`config.mk`:
```
export PLATFORM = sky130hd
export DESIGN_NAME = fmt422_out
export DESIGN_NICKNAME = d
export VERILOG_FILES = /design/src/rtl/fmt422_pkg.sv /design/src/rtl/fmt422_pair.sv /design/src/rtl/fmt422_delay.sv /design/src/rtl/fmt422_out.sv
export SDC_FILE = /design/constraint.sdc
export NUM_CORES = 1
export LEC_CHECK = 0
export CAP_MARGIN = 25
export CELL_PAD_IN_SITES_DETAIL_PLACEMENT = 0
export CELL_PAD_IN_SITES_GLOBAL_PLACEMENT = 1
export CORE_MARGIN = 5
export CORE_UTILIZATION = 44
export DETAILED_ROUTE_END_ITERATION = 12
export GPL_TIMING_DRIVEN = 1
export PLACE_DENSITY = 0.87
export SYNTH_ARGS = -nofsm -noshare
export SYNTH_HDL_FRONTEND = slang
export SYNTH_SLANG_ARGS = --single-unit
```
`constraint.sdc`:
```
create_clock -name clk -period 1.7 [get_ports clk]
set_clock_uncertainty 0.1 [all_clocks]
set_input_delay 0.34 -clock clk [delete_from_list [all_inputs] [get_ports clk]]
set_output_delay 0.34 -clock clk [all_outputs]
set_load 0.01 [all_outputs]
```
`src/rtl/fmt422_pkg.sv`:
```
package fmt422_pkg;

  // Chroma slot carried on the interleaved lane.
  typedef enum logic {
    PH_U = 1'b0,
    PH_V = 1'b1
  } chroma_ph_e;

  // Width of one packed pipeline slot: valid, hs, phase, luma, chroma.
  function automatic int slot_width(input int dw);
    return 3 + 2 * dw;
  endfunction

endpackage

```
`src/rtl/fmt422_pair.sv`:
```
// First stage: picks the chroma byte for each pixel and registers it with
// luma, sync and valid.
module fmt422_pair
  import fmt422_pkg::*;
#(
  parameter int DW = 8
) (
  input  logic          clk,
  input  logic          rst,
  input  logic [DW-1:0] y_i,
  input  logic [DW-1:0] u_i,
  input  logic [DW-1:0] v_i,
  input  logic          hs_i,
  input  logic          valid_i,
  output logic [DW-1:0] y_o,
  output logic [DW-1:0] c_o,
  output logic          hs_o,
  output logic          valid_o,
  output logic          ph_o
);

  logic          hs_q;
  logic          hs_rise;
  chroma_ph_e    nxt_ph;
  chroma_ph_e    eff_ph;
  logic [DW-1:0] held_v;

  // A new line forces the current or next valid pixel into the U slot.
  assign hs_rise = hs_i & ~hs_q;

  always_comb begin
    eff_ph = nxt_ph;
    if (hs_rise) eff_ph = PH_U;
  end

  always_ff @(posedge clk) begin
    if (rst) begin
      hs_q    <= 1'b0;
      nxt_ph  <= PH_U;
      held_v  <= '0;
      y_o     <= '0;
      c_o     <= '0;
      hs_o    <= 1'b0;
      valid_o <= 1'b0;
      ph_o    <= 1'b0;
    end else begin
      hs_q    <= hs_i;
      hs_o    <= hs_i;
      valid_o <= valid_i;
      if (valid_i) begin
        y_o  <= y_i;
        ph_o <= eff_ph;
        if (eff_ph == PH_U) begin
          c_o    <= u_i;
          held_v <= v_i;
          nxt_ph <= PH_V;
        end else begin
          c_o    <= held_v;
          nxt_ph <= PH_U;
        end
      end else begin
        y_o    <= '0;
        c_o    <= '0;
        ph_o   <= 1'b0;
        nxt_ph <= eff_ph;
      end
    end
  end

endmodule

```
`src/rtl/fmt422_delay.sv`:
```
// Plain register delay line with synchronous clear.
module fmt422_delay #(
  parameter int W     = 19,
  parameter int DEPTH = 7
) (
  input  logic         clk,
  input  logic         rst,
  input  logic [W-1:0] d_i,
  output logic [W-1:0] q_o
);

  generate
    if (DEPTH == 0) begin : g_wire
      assign q_o = d_i;
    end else begin : g_regs
      logic [W-1:0] stg [DEPTH];

      always_ff @(posedge clk) begin
        if (rst) begin
          for (int i = 0; i < DEPTH; i++) stg[i] <= '0;
        end else begin
          stg[0] <= d_i;
          for (int i = 1; i < DEPTH; i++) stg[i] <= stg[i-1];
        end
      end

      assign q_o = stg[DEPTH-1];
    end
  endgenerate

endmodule

```
`src/rtl/fmt422_out.sv`:
```
// 4:4:4 to 4:2:2 output formatter with LAT register stages end to end.
module fmt422_out
  import fmt422_pkg::*;
#(
  parameter int DW  = 8,
  parameter int LAT = 8
) (
  input  logic          clk,
  input  logic          rst,
  input  logic [DW-1:0] in_y,
  input  logic [DW-1:0] in_u,
  input  logic [DW-1:0] in_v,
  input  logic          in_hs,
  input  logic          in_valid,
  output logic [DW-1:0] out_y,
  output logic [DW-1:0] out_c,
  output logic          out_hs,
  output logic          out_valid,
  output logic          out_cphase
);

  localparam int SW   = slot_width(DW);
  localparam int TAIL = (LAT > 1) ? LAT - 1 : 0;

  logic [DW-1:0] s1_y;
  logic [DW-1:0] s1_c;
  logic          s1_hs;
  logic          s1_valid;
  logic          s1_ph;
  logic [SW-1:0] s1_slot;
  logic [SW-1:0] out_slot;

  fmt422_pair #(.DW(DW)) u_pair (
    .clk     (clk),
    .rst     (rst),
    .y_i     (in_y),
    .u_i     (in_u),
    .v_i     (in_v),
    .hs_i    (in_hs),
    .valid_i (in_valid),
    .y_o     (s1_y),
    .c_o     (s1_c),
    .hs_o    (s1_hs),
    .valid_o (s1_valid),
    .ph_o    (s1_ph)
  );

  assign s1_slot = {s1_valid, s1_hs, s1_ph, s1_y, s1_c};

  fmt422_delay #(.W(SW), .DEPTH(TAIL)) u_tail (
    .clk (clk),
    .rst (rst),
    .d_i (s1_slot),
    .q_o (out_slot)
  );

  assign {out_valid, out_hs, out_cphase, out_y, out_c} = out_slot;

endmodule

```
## Word-level counts from Yosys, hierarchy flattened

Memory sizes are Yosys's and may differ from the RTL's.
Cells that the tools add are included.

- Bitwise operators: 11
- Reductions and logical operators: 2
- Mux-type cells: 14

Operators with widths:

| operator | count |
|---|---|
| $mux 19 | 7 |
| $mux 8 | 1 |
| $or 1x1->1 | 7 |
| $mux 1 | 6 |
| $not 1->1 | 3 |
| $reduce_and 2->1 | 1 |
| $reduce_or 2->1 | 1 |
| $and 1x1->1 | 1 |

- Memory bits (writable): 133
- Memories kept: 1
- Register bits after elaboration: 28

Memory list:

| memory | words | bits a word | rd ports | clocked after Yosys merged registers in | wr ports | line | text |
|---|---|---|---|---|---|---|---|
| u_tail.g_regs.stg | 7 | 19 | 7 | 0 | 7 | fmt422_delay.sv:16 | `logic [W-1:0] stg [DEPTH];` |

## Depth between registers and ports, before layout

Gate-level depths: netlist of run 1.

- Depth after elaboration: 5
- Gate-level depth with buffers: 6

## Cells and area by module

A second synthesis of run 1 with hierarchy kept.

- Cells, all modules: 390
- Area total of the unflattened synthesis: 4762.1 µm²

Modules (own cells, without submodules):

| module | area each (µm²) | cells each | instances |
|---|---|---|---|
| fmt422_delay | 3724.8 | 299 | 1 |
| fmt422_pair | 1037.2 | 91 | 1 |

## Worst setup path after synthesis of run 1

Ideal clock, no wire load.

- Kind: register to register
- Start point: reg, netlist name u_pair.hs_o
- End point: reg u_pair.held_v[0]
- Library setup time: 117 ps
- Arrival: 1247 ps
- Required time: 1483 ps
- Stages on the path, launching flop included: 7
- Path slack: 236 ps
- Clock period less this slack: 1464 ps
- Path buffers: 1
- Path through: dfxtp_1 > nand2b_1 > nand2_1 > ha_1 > clkbuf_2 > mux2i_1 > nor2_1

RTL lines:

| what | line | text |
|---|---|---|
| to (signal assigned) | fmt422_pair.sv:55 | `held_v <= v_i;` |
| to (decl) | fmt422_pair.sv:26 | `logic [DW-1:0] held_v;` |

==> results of run 1 <==
[layer usage]
metal  part of all wire  vias up  GRT usage
li1                   -     1255          -
met1               0.43     1027    0.09851
met2               0.48       68     0.1560
met3              0.085        2    0.05134
met4             0.0032        0    0.04808
met5                  0        -          0
[cells in the final DEF (no fill, tap or decap)]
cell,synthesis,layout
clkbuf_16,0,16
o21ai_1,2,2
inv_6,0,5
o211ai_1,7,7
dlygate4sd2_1,0,19
o211ai_2,1,1
and2_1,8,8
nor2_1,9,9
bufinv_16,0,1
clkdlybuf4s50_1,0,26
buf_12,0,4
clkinvlp_4,0,4
clkbuf_8,0,1
inv_1,1,1
mux2i_1,8,8
clkbuf_1,7,1
o21ai_0,5,5
buf_4,17,5
nand2b_1,1,1
nor2b_4,1,1
and2b_1,7,7
ha_1,1,1
o21ai_2,1,1
dfxtp_1,161,161
and3_1,1,1
nor2b_1,128,128
clkinv_4,0,2
nand2_1,9,9
clkinv_2,0,2
[state kept, by name (all words and copies together), names as in the netlist]
register / cells
u_pair.valid_o: 1
u_pair.c_o: 8
u_pair.held_v: 8
u_pair.hs_o: 1
u_pair.ph_o: 1
u_tail.g_regs.stg: 133
u_pair.nxt_ph: 1
u_pair.y_o: 8
[final timing paths]
kind / startpoint / endpoint / slack, ns / cells after the start
setup reg to reg: u_pair.hs_o / u_pair.held_v[0] / 0.33 / 6
setup / recovery: u_tail.g_regs.stg[0][125] / out_y[3] / 0.19 / 1
hold reg to reg: u_tail.g_regs.stg[0][89] / u_tail.g_regs.stg[0][108] / 0.33 / 1
hold / removal: rst / u_pair.held_v[7] / 0.08 / 2
[metrics by stage]
stage            util  TNS, ns  worst slack (ns)  cell area (sq um)  hold slack, ns
2_1_floorplan       -        0            0.2361               4666          0.3109
3_3_place_gp   0.5002  -0.3801          -0.04853               5164          0.3146
3_5_place_dp   0.5002   -1.226           -0.1299               5164          0.3204
4_1_cts        0.5511        0            0.1438               5689         0.05313
5_1_grt        0.5511        0            0.1138               5689         0.06756
6_report       0.5511        0            0.1866               5689         0.08020
[kinds of logic after synthesis]
kind of cell               count (synthesis)
buffers and inverters                     38
muxes                                      8
adders and majority gates                  1
AOI/OAI and AO/OA                         16
and+or+nand+nor                          164
DFF                                      161
[power by group]
| part | leakage (nW) | internal, mW | switching (mW) | total, mW |
|---|---|---|---|---|
| Combinational | 0.784 | 0.133 | 0.110 | 0.242 |
| Sequential | 1.30 | 3.84 | 0.0181 | 3.86 |
| Clock | 0.259 | 1.96 | 1.46 | 3.42 |
| Total | 2.35 | 5.93 | 1.58 | 7.51 |
[final cells by class]
cell class / count / area share
Inverter: 1 / 0.0006598
Tap cell: 136 / 0.02991
Sequential cell: 161 / 0.5665
Multi-Input combinational cell: 189 / 0.2107
Clock buffer: 18 / 0.07346
Clock inverter: 14 / 0.02309
Timing Repair Buffer: 54 / 0.09567
==> impl_metrics.env, run 1 <==
export IMPL_place_congestion=0.7466
export IMPL_p_leak_nw=2.348
export IMPL_diodes=0
export IMPL_critPathLaunchType="flip-flop"
export IMPL_cts_sinks=161
export IMPL_cp_max_fo=1
export IMPL_grt_pass1_wl_um=9556
export IMPL_outcome="completed"
export IMPL_ant_nets=0
export IMPL_cts_repair_resized=19
export IMPL_root_buffer="clkbuf_8"
export IMPL_grt_pass1_vias=2335
export IMPL_io_buffer_count=46
export IMPL_wl_um=5310
export IMPL_cts_clk_slew_worst_paths_ns=0.06
export IMPL_final_hold_viol_count=0
export IMPL_synthFlopType="dfxtp_1"
export IMPL_synth_area_leaders="dfxtp_1 69%, nor2b_1 17%, buf_4 2.7%, mux2i_1 1.7%, and2b_1 1.1%"
export IMPL_cp_required_ns=1.26
export IMPL_synth_top_family_by_area="simple AND/OR/NAND/NOR gates"
export IMPL_fin_crit_ns=1.513
export IMPL_synth_cell_types=24
export IMPL_cts_made_buffers=17
export IMPL_synth_edf_count=0
export IMPL_fin_cells=573
export IMPL_slew_violations=0
export IMPL_fill_cells=910
export IMPL_core_area_sq_um=10320
export IMPL_total_power_mw=7.514
export IMPL_synthMuxAreaShare=0.01716
export IMPL_setup_viol=0
export IMPL_synth_xor_area_frac=0
export IMPL_worstSetupEndpointType="output pin"
export IMPL_cts_tree="built"
export IMPL_die_area_sq_um=12760
export IMPL_synth_top_area_frac=0.6908
export IMPL_async_flop_share=0
export IMPL_multiInputGateArea_sq_um=1199
export IMPL_dr_pass1_iters=4
export IMPL_worst_pin_slew_ns=0.5950
export IMPL_antenna_found_initial=0
export IMPL_die_w_um=113.0
export IMPL_initial_core_util=0.4519
export IMPL_vias_per_cell=4.105
export IMPL_cpPeakStageDelay_ns=0.30
export IMPL_cp_cell_sequence="dlygate4sd2_1"
export IMPL_drt_iter0_drc=79
export IMPL_cts_buffer_depth=2
export IMPL_cap_violations=0
export IMPL_critPathTopFamily="flip-flops"
export IMPL_wl_per_cell_um=9.267
export IMPL_p_per_area_nw_per_um2=1321
export IMPL_netlist_area_sq_um=4666
export IMPL_hp_class="input port to flip-flop"
export IMPL_htreeDepth=4
export IMPL_yosysWarnings=0
export IMPL_synth_top_area_cell="dfxtp_1"
export IMPL_cts_setup_buffers=0
export IMPL_postSynthCellCount=388
export IMPL_track_usage=0.09504
export IMPL_synth_seq_area_share=0.6908
export IMPL_yosys_cell_count_top_type="dfxtp_1"
export IMPL_critPathKind="flip-flop to output pin"
export IMPL_dp_hpwl_um=3239
export IMPL_route_detailed_drc=0
export IMPL_drive_gt1_frac=0.09840
export IMPL_synthAdderAreaFrac=0.002682
export IMPL_syn2layout_area_growth_pct=21.94
export IMPL_crit_path_top_delay_cell="dfxtp_1"
export IMPL_maxSlewHeadroom=0.6025
export IMPL_dp_cells=541
export IMPL_period_share=0.8902
export IMPL_num_vias=2352
export IMPL_hold_buffers=0
export IMPL_pin_count=47
export IMPL_die_h_um=113.0
export IMPL_fmax_mhz=660.8
export IMPL_synth_area_per_cell_sq_um=12.03
export IMPL_syn_nets=417
export IMPL_yosys_top_cells_count="161 x dfxtp_1, 128 x nor2b_1, 17 x buf_4"
export IMPL_rsz0062_at_grt="false"
export IMPL_synth_compound_gate_area_share=0.02333
export IMPL_ir_drop_mv=0.6754
export IMPL_rows=37
export IMPL_nNetsFinal=453
export IMPL_synth_simple_area_share=0.2137
export IMPL_grt_start_max_net_pins=61
export IMPL_critPathBufInv=1
export IMPL_overflow=0
export IMPL_clock_latency_ns=0.51
export IMPL_cp_arrival_ns=1.07
export IMPL_seqCellArea_sq_um=3223
export IMPL_ys_ff_latch=161
Power figures use the tool's default switching activity.
==> run 2, diff against run 1 <==
--- a/config.mk
+++ b/config.mk
@@ -9,10 +9,11 @@
 export CELL_PAD_IN_SITES_DETAIL_PLACEMENT = 0
 export CELL_PAD_IN_SITES_GLOBAL_PLACEMENT = 1
 export CORE_MARGIN = 5
-export CORE_UTILIZATION = 44
+export CORE_UTILIZATION = 40
 export DETAILED_ROUTE_END_ITERATION = 12
 export GPL_TIMING_DRIVEN = 1
-export PLACE_DENSITY = 0.87
+export HOLD_SLACK_MARGIN = 0.02
+export PLACE_DENSITY = 0.83
 export SYNTH_ARGS = -nofsm -noshare
 export SYNTH_HDL_FRONTEND = slang
 export SYNTH_SLANG_ARGS = --single-unit
==> constraint.sdc (replaced) <==
create_clock -name clk -period 1.38 [get_ports clk]
set_clock_uncertainty 0.1 [all_clocks]
set_input_delay 0.276 -clock clk [delete_from_list [all_inputs] [get_ports clk]]
set_output_delay 0.276 -clock clk [all_outputs]
set_load 0.01 [all_outputs]
==> impl_metrics.env, run 2 (same netlist as run 1, synthesis figures left out) <==
export IMPL_outcome="completed"
export IMPL_period_share=0.9774
export IMPL_pin_count=47
export IMPL_io_buffer_count=46
export IMPL_holdPathEnd="u_pair.valid_o"
export IMPL_fin_crit_ns=1.349
export IMPL_worst_pin_slew_ns=0.5616
export IMPL_place_congestion=0.7877
export IMPL_ant_nets=0
export IMPL_reg2reg_setup_slack_ns=0.08
export IMPL_switchingPower_mw=1.959
export IMPL_met3_usage=0.04277
export IMPL_hp_class="input port to flip-flop"
export IMPL_seqPwrFrac=0.518
export IMPL_cts_sinks=161
export IMPL_die_area_sq_um=13920
export IMPL_drt_iter0_drc=102
export IMPL_final_common_cell="dfxtp_1"
export IMPL_grt_use_met2=0.1351
export IMPL_grt_busiest_layer="met2"
export IMPL_critPathLaunchType="flip-flop"
export IMPL_cp_required_ns=1.00
export IMPL_worstSetupEndpointType="output pin"
export IMPL_finalInstanceArea_sq_um=5715
export IMPL_critPathTopFamily="flip-flops"
export IMPL_drive_gt1_frac=0.1142
export IMPL_tns_ns=0
export IMPL_maxSlewHeadroom=0.6248
export IMPL_comb_power_share=0.033
export IMPL_regToRegEndpoint="u_pair.held_v[1]"
export IMPL_clock_latency_ns=0.41
export IMPL_hp_start="rst"
export IMPL_wl_um=5307
export IMPL_slew_violations=0
export IMPL_largest_register_ffs=133
export IMPL_p_int_mw=7.214
export IMPL_p_per_area_nw_per_um2=1605
export IMPL_cts_tree="built"
export IMPL_rows=39
export IMPL_grt_start_max_net_pins=50
export IMPL_grt_pass1_wl_um=9929
export IMPL_core_area_sq_um=11420
export IMPL_cp_arrival_ns=0.97
export IMPL_vias_per_cell=3.998
export IMPL_ff2ff_path_depth=6
export IMPL_cp_max_fo=1
export IMPL_grt_pass1_vias=2382
export IMPL_final_hold_viol_count=0
export IMPL_p_leak_nw=2.298
export IMPL_die_h_um=118
export IMPL_nNetsFinal=454
export IMPL_dr_pass1_iters=4
export IMPL_reg2reg_from="u_pair.hs_o"
export IMPL_power_share_switching=0.2136
export IMPL_critPathKind="flip-flop to output pin"
export IMPL_crit_path_top_delay_cell="dfxtp_1"
export IMPL_critPathBufInv=1
export IMPL_cp_cell_sequence="dlygate4sd2_1"
export IMPL_placed_cell_area_sq_um=5170
export IMPL_pwr_share_clk=0.449
export IMPL_ir_drop_mv=1.015
export IMPL_cpPeakStageDelay_ns=0.29
export IMPL_regMostFlops="u_tail.g_regs.stg"
export IMPL_cts_clk_slew_worst_paths_ns=0.06
export IMPL_setup_viol=0
export IMPL_cap_violations=0
export IMPL_cts_made_buffers=17
export IMPL_met1_usage=0.09424
export IMPL_track_usage=0.08617
export IMPL_wl_per_cell_um=9.134
export IMPL_hold_path_cell_count=3
export IMPL_overflow=0
export IMPL_num_vias=2323
export IMPL_die_w_um=118
export IMPL_dp_hpwl_um=3483
export IMPL_antenna_found_initial=0
export IMPL_htreeDepth=4
export IMPL_initial_core_util=0.4086
export IMPL_diodes=0
export IMPL_mostFrequentLayoutCells="161 x dfxtp_1, 128 x nor2b_1, 26 x clkdlybuf4s50_1"
export IMPL_cts_buffer_depth=2
export IMPL_root_buffer="clkbuf_16"
export IMPL_syn2layout_area_growth_pct=22.50
export IMPL_fmax_mhz=741.4
export IMPL_route_detailed_drc=0
run 2: changes by cell type in the layout (fill, tap and decap cells not counted), moves of 2 or more:
cell,before,now
dlygate4sd2_1,19,5
mux2i_2,0,2
clkinv_2,2,5
buf_4,5,7
clkdlybuf4s15_1,0,13
mux2i_1,8,6
run 2: what timing repair did:
item                                    4_1_cts  5_1_grt
endpoints found under the setup margin       19       21
pin swaps                                     0        1
endpoints found under the hold margin         0        0
gates resized for setup                      20       18
hold buffers                                  0        0
buffers inserted                              0        0
run 2: area by class of cell:
type,instances,area (sq um)
Tap cell,143,178.9
Sequential cell,161,3223
Inverter,1,3.754
Timing Repair Buffer,55,551.8
Fill cell,1013,5703
Clock buffer,17,425.4
Multi-Input combinational cell,189,1221
Clock inverter,15,111.4
run 2: how the worst max path moves through the flow:
| stage | depth (start not counted) | end | start | slack, ns |
|---|---|---|---|---|
| 2_1_floorplan | 6 | u_pair.held_v[0] | u_pair.hs_o | 0.02 |
| 3_3_place_gp | 7 | u_pair.held_v[5] | in_hs | -0.30 |
| 3_5_place_dp | 7 | u_pair.held_v[7] | in_hs | -0.35 |
| 4_1_cts | 1 | out_c[7] | u_tail.g_regs.stg[0][121] | 0.001 |
| 5_1_grt | 6 | u_pair.held_v[1] | u_pair.hs_o | -0.001 |
| 6_report | 1 | out_y[1] | u_tail.g_regs.stg[0][123] | 0.03 |
run 2: layer usage:
layer | vias up | share of wire
met5 | - | 0
met4 | 0 | 0.017
met3 | 10 | 0.065
met2 | 58 | 0.47
met1 | 1004 | 0.45
li1 | 1251 | -
run 2: through the flow:
| stage | total power, mW | hold slack [ns] | utilization | setup WS, ns | cells |
|---|---|---|---|---|---|
| after CTS | 9.277 | 0.1646 | 0.4978 | 0.001227 | 581 |
| after global placement | 5.145 | 0.3163 | 0.4528 | -0.2970 | 549 |
| final | 9.173 | 0.1842 | 0.5005 | 0.03120 | 581 |
| after floorplan | 5.028 | 0.2977 | - | 0.02096 | 388 |
| after global routing | 9.539 | 0.1794 | 0.5005 | -0.001199 | 581 |
| after detailed placement | 5.156 | 0.3204 | 0.4528 | -0.3544 | 549 |
run 2: power by group through the flow:
stage	clock network, mW	registers [mW]	logic (mW)
floorplan	0	4.85	0.182
global placement	0	4.85	0.293
detailed placement	0	4.85	0.302
CTS	4.22	4.75	0.302
global route	4.44	4.76	0.342
finish	4.11	4.75	0.306
==> run 3, diff against run 2 <==
--- a/config.mk
+++ b/config.mk
@@ -5,15 +5,14 @@
 export SDC_FILE = /design/constraint.sdc
 export NUM_CORES = 1
 export LEC_CHECK = 0
-export CAP_MARGIN = 25
 export CELL_PAD_IN_SITES_DETAIL_PLACEMENT = 0
 export CELL_PAD_IN_SITES_GLOBAL_PLACEMENT = 1
 export CORE_MARGIN = 5
-export CORE_UTILIZATION = 40
+export CORE_UTILIZATION = 29
 export DETAILED_ROUTE_END_ITERATION = 12
 export GPL_TIMING_DRIVEN = 1
 export HOLD_SLACK_MARGIN = 0.02
-export PLACE_DENSITY = 0.83
+export PLACE_DENSITY = 0.66
 export SYNTH_ARGS = -nofsm -noshare
 export SYNTH_HDL_FRONTEND = slang
 export SYNTH_SLANG_ARGS = --single-unit
==> impl_metrics.env, run 3 (same netlist as run 1, synthesis figures left out) <==
export IMPL_dr_pass1_iters=4
export IMPL_hp_class="input port to flip-flop"
export IMPL_drt_iter0_drc=97
export IMPL_initial_core_util=0.2948
export IMPL_cts_sinks=161
export IMPL_tns_ns=0
export IMPL_die_w_um=136.8
export IMPL_ir_drop_mv=0.8919
export IMPL_core_area_sq_um=15830
export IMPL_cp_required_ns=1.00
export IMPL_grt_pass1_wl_um=10210
export IMPL_met3_usage=0.04412
export IMPL_final_common_cell="dfxtp_1"
export IMPL_antenna_found_initial=0
export IMPL_slew_violations=0
export IMPL_grt_start_max_net_pins=59
export IMPL_drive_gt1_frac=0.1295
export IMPL_period_share=0.9508
export IMPL_rows=46
export IMPL_cp_cell_sequence="clkdlybuf4s15_1"
export IMPL_mostFrequentLayoutCells="160 x dfxtp_1, 127 x nor2b_1, 26 x clkdlybuf4s50_1"
export IMPL_rsz0062_at_grt="false"
export IMPL_ant_nets=0
export IMPL_grt_busiest_layer="met2"
export IMPL_clock_latency_ns=0.40
export IMPL_final_hold_viol_count=0
export IMPL_syn2layout_area_growth_pct=26.04
export IMPL_crit_path_top_delay_cell="dfxtp_1"
export IMPL_diodes=0
export IMPL_cp_max_fo=1
export IMPL_wl_per_cell_um=8.607
export IMPL_cap_violations=0
export IMPL_fin_cells=656
export IMPL_htreeDepth=4
export IMPL_critPathLaunchType="flip-flop"
export IMPL_wl_um=5646
export IMPL_fin_crit_ns=1.312
export IMPL_total_power_mw=9.429
export IMPL_worstSetupEndpointType="output pin"
export IMPL_critPathBufInv=1
export IMPL_vias_per_cell=3.433
export IMPL_place_congestion=0.7005
export IMPL_grt_use_met2=0.09721
export IMPL_die_area_sq_um=18730
export IMPL_met1_usage=0.08704
export IMPL_outcome="completed"
export IMPL_placed_cell_area_sq_um=5314
export IMPL_cpPeakStageDelay_ns=0.30
export IMPL_grt_pass1_vias=2235
export IMPL_die_h_um=136.8
export IMPL_cts_buffer_depth=2
export IMPL_dp_hpwl_um=3692
export IMPL_io_buffer_count=46
export IMPL_p_leak_nw=2.321
export IMPL_dp_cells=624
export IMPL_overflow=0
export IMPL_finalInstanceArea_sq_um=5881
export IMPL_setup_viol=0
export IMPL_num_vias=2252
export IMPL_cts_tree="built"
export IMPL_critPathTopFamily="flip-flops"
export IMPL_critPathKind="flip-flop to output pin"
export IMPL_maxSlewHeadroom=0.7628
export IMPL_track_usage=0.07112
export IMPL_regMostFlops="u_tail.g_regs.stg"
export IMPL_pin_count=47
export IMPL_largest_register_ffs=133
export IMPL_worst_pin_slew_ns=0.3543
export IMPL_fmax_mhz=762.2
export IMPL_cp_arrival_ns=0.94
export IMPL_route_detailed_drc=0
export IMPL_cts_made_buffers=17
export IMPL_cts_clk_slew_worst_paths_ns=0.06
export IMPL_p_per_area_nw_per_um2=1603
export IMPL_root_buffer="clkbuf_16"
export IMPL_nNetsFinal=456
run 3: final timing paths:
path | startpoint | end | slack (ns) | depth (start not counted)
setup reg to reg | u_pair.hs_o | u_pair.held_v[4] | 0.10 | 6
hold reg to reg | u_tail.g_regs.stg[0][34] | u_tail.g_regs.stg[0][53] | 0.33 | 1
hold / removal | rst | u_pair.valid_o | 0.15 | 3
setup / recovery | u_tail.g_regs.stg[0][120] | out_c[6] | 0.07 | 1
run 3: timing repair:
| action | in CTS | in global routing |
|---|---|---|
| endpoints found under the setup margin | 24 | 27 |
| resized for setup | 23 | 26 |
| hold buffers | 0 | 0 |
| buffers inserted | 0 | 0 |
run 3: report_power, final:
| part | switching [mW] | total, mW | internal (mW) |
|---|---|---|---|
| Combinational | 0.145 | 0.327 | 0.182 |
| Clock | 1.79 | 4.35 | 2.56 |
| Sequential | 0.0237 | 4.75 | 4.73 |
| Total | 1.96 | 9.43 | 7.47 |
run 3: cell type report:
type / instances / area (sq um)
multi-input combinational: 189 / 1224
inverter: 1 / 3.754
clock inverter: 13 / 130.1
tap: 216 / 270.3
timing repair buffer: 57 / 585.6
clock buffer: 19 / 442.9
sequential: 161 / 3224
fill: 1546 / 9947
run 3: layer usage:
layer  vias to the layer above  share of wire
li1                       1258              -
met1                       927           0.48
met2                        62           0.42
met3                         5          0.095
met4                         0         0.0092
met5                         -              0
run 3: through the flow:
| step | hold slack, ns | setup WS (ns) | utilization |
|---|---|---|---|
| 2_1_floorplan | 0.2977 | 0.02096 | - |
| 3_3_place_gp | 0.3196 | -0.3148 | 0.3357 |
| 3_5_place_dp | 0.3198 | -0.4223 | 0.3357 |
| 4_1_cts | 0.1276 | 0.003887 | 0.3713 |
| 5_1_grt | 0.1293 | 0.002553 | 0.3715 |
| 6_report | 0.1494 | 0.06796 | 0.3715 |
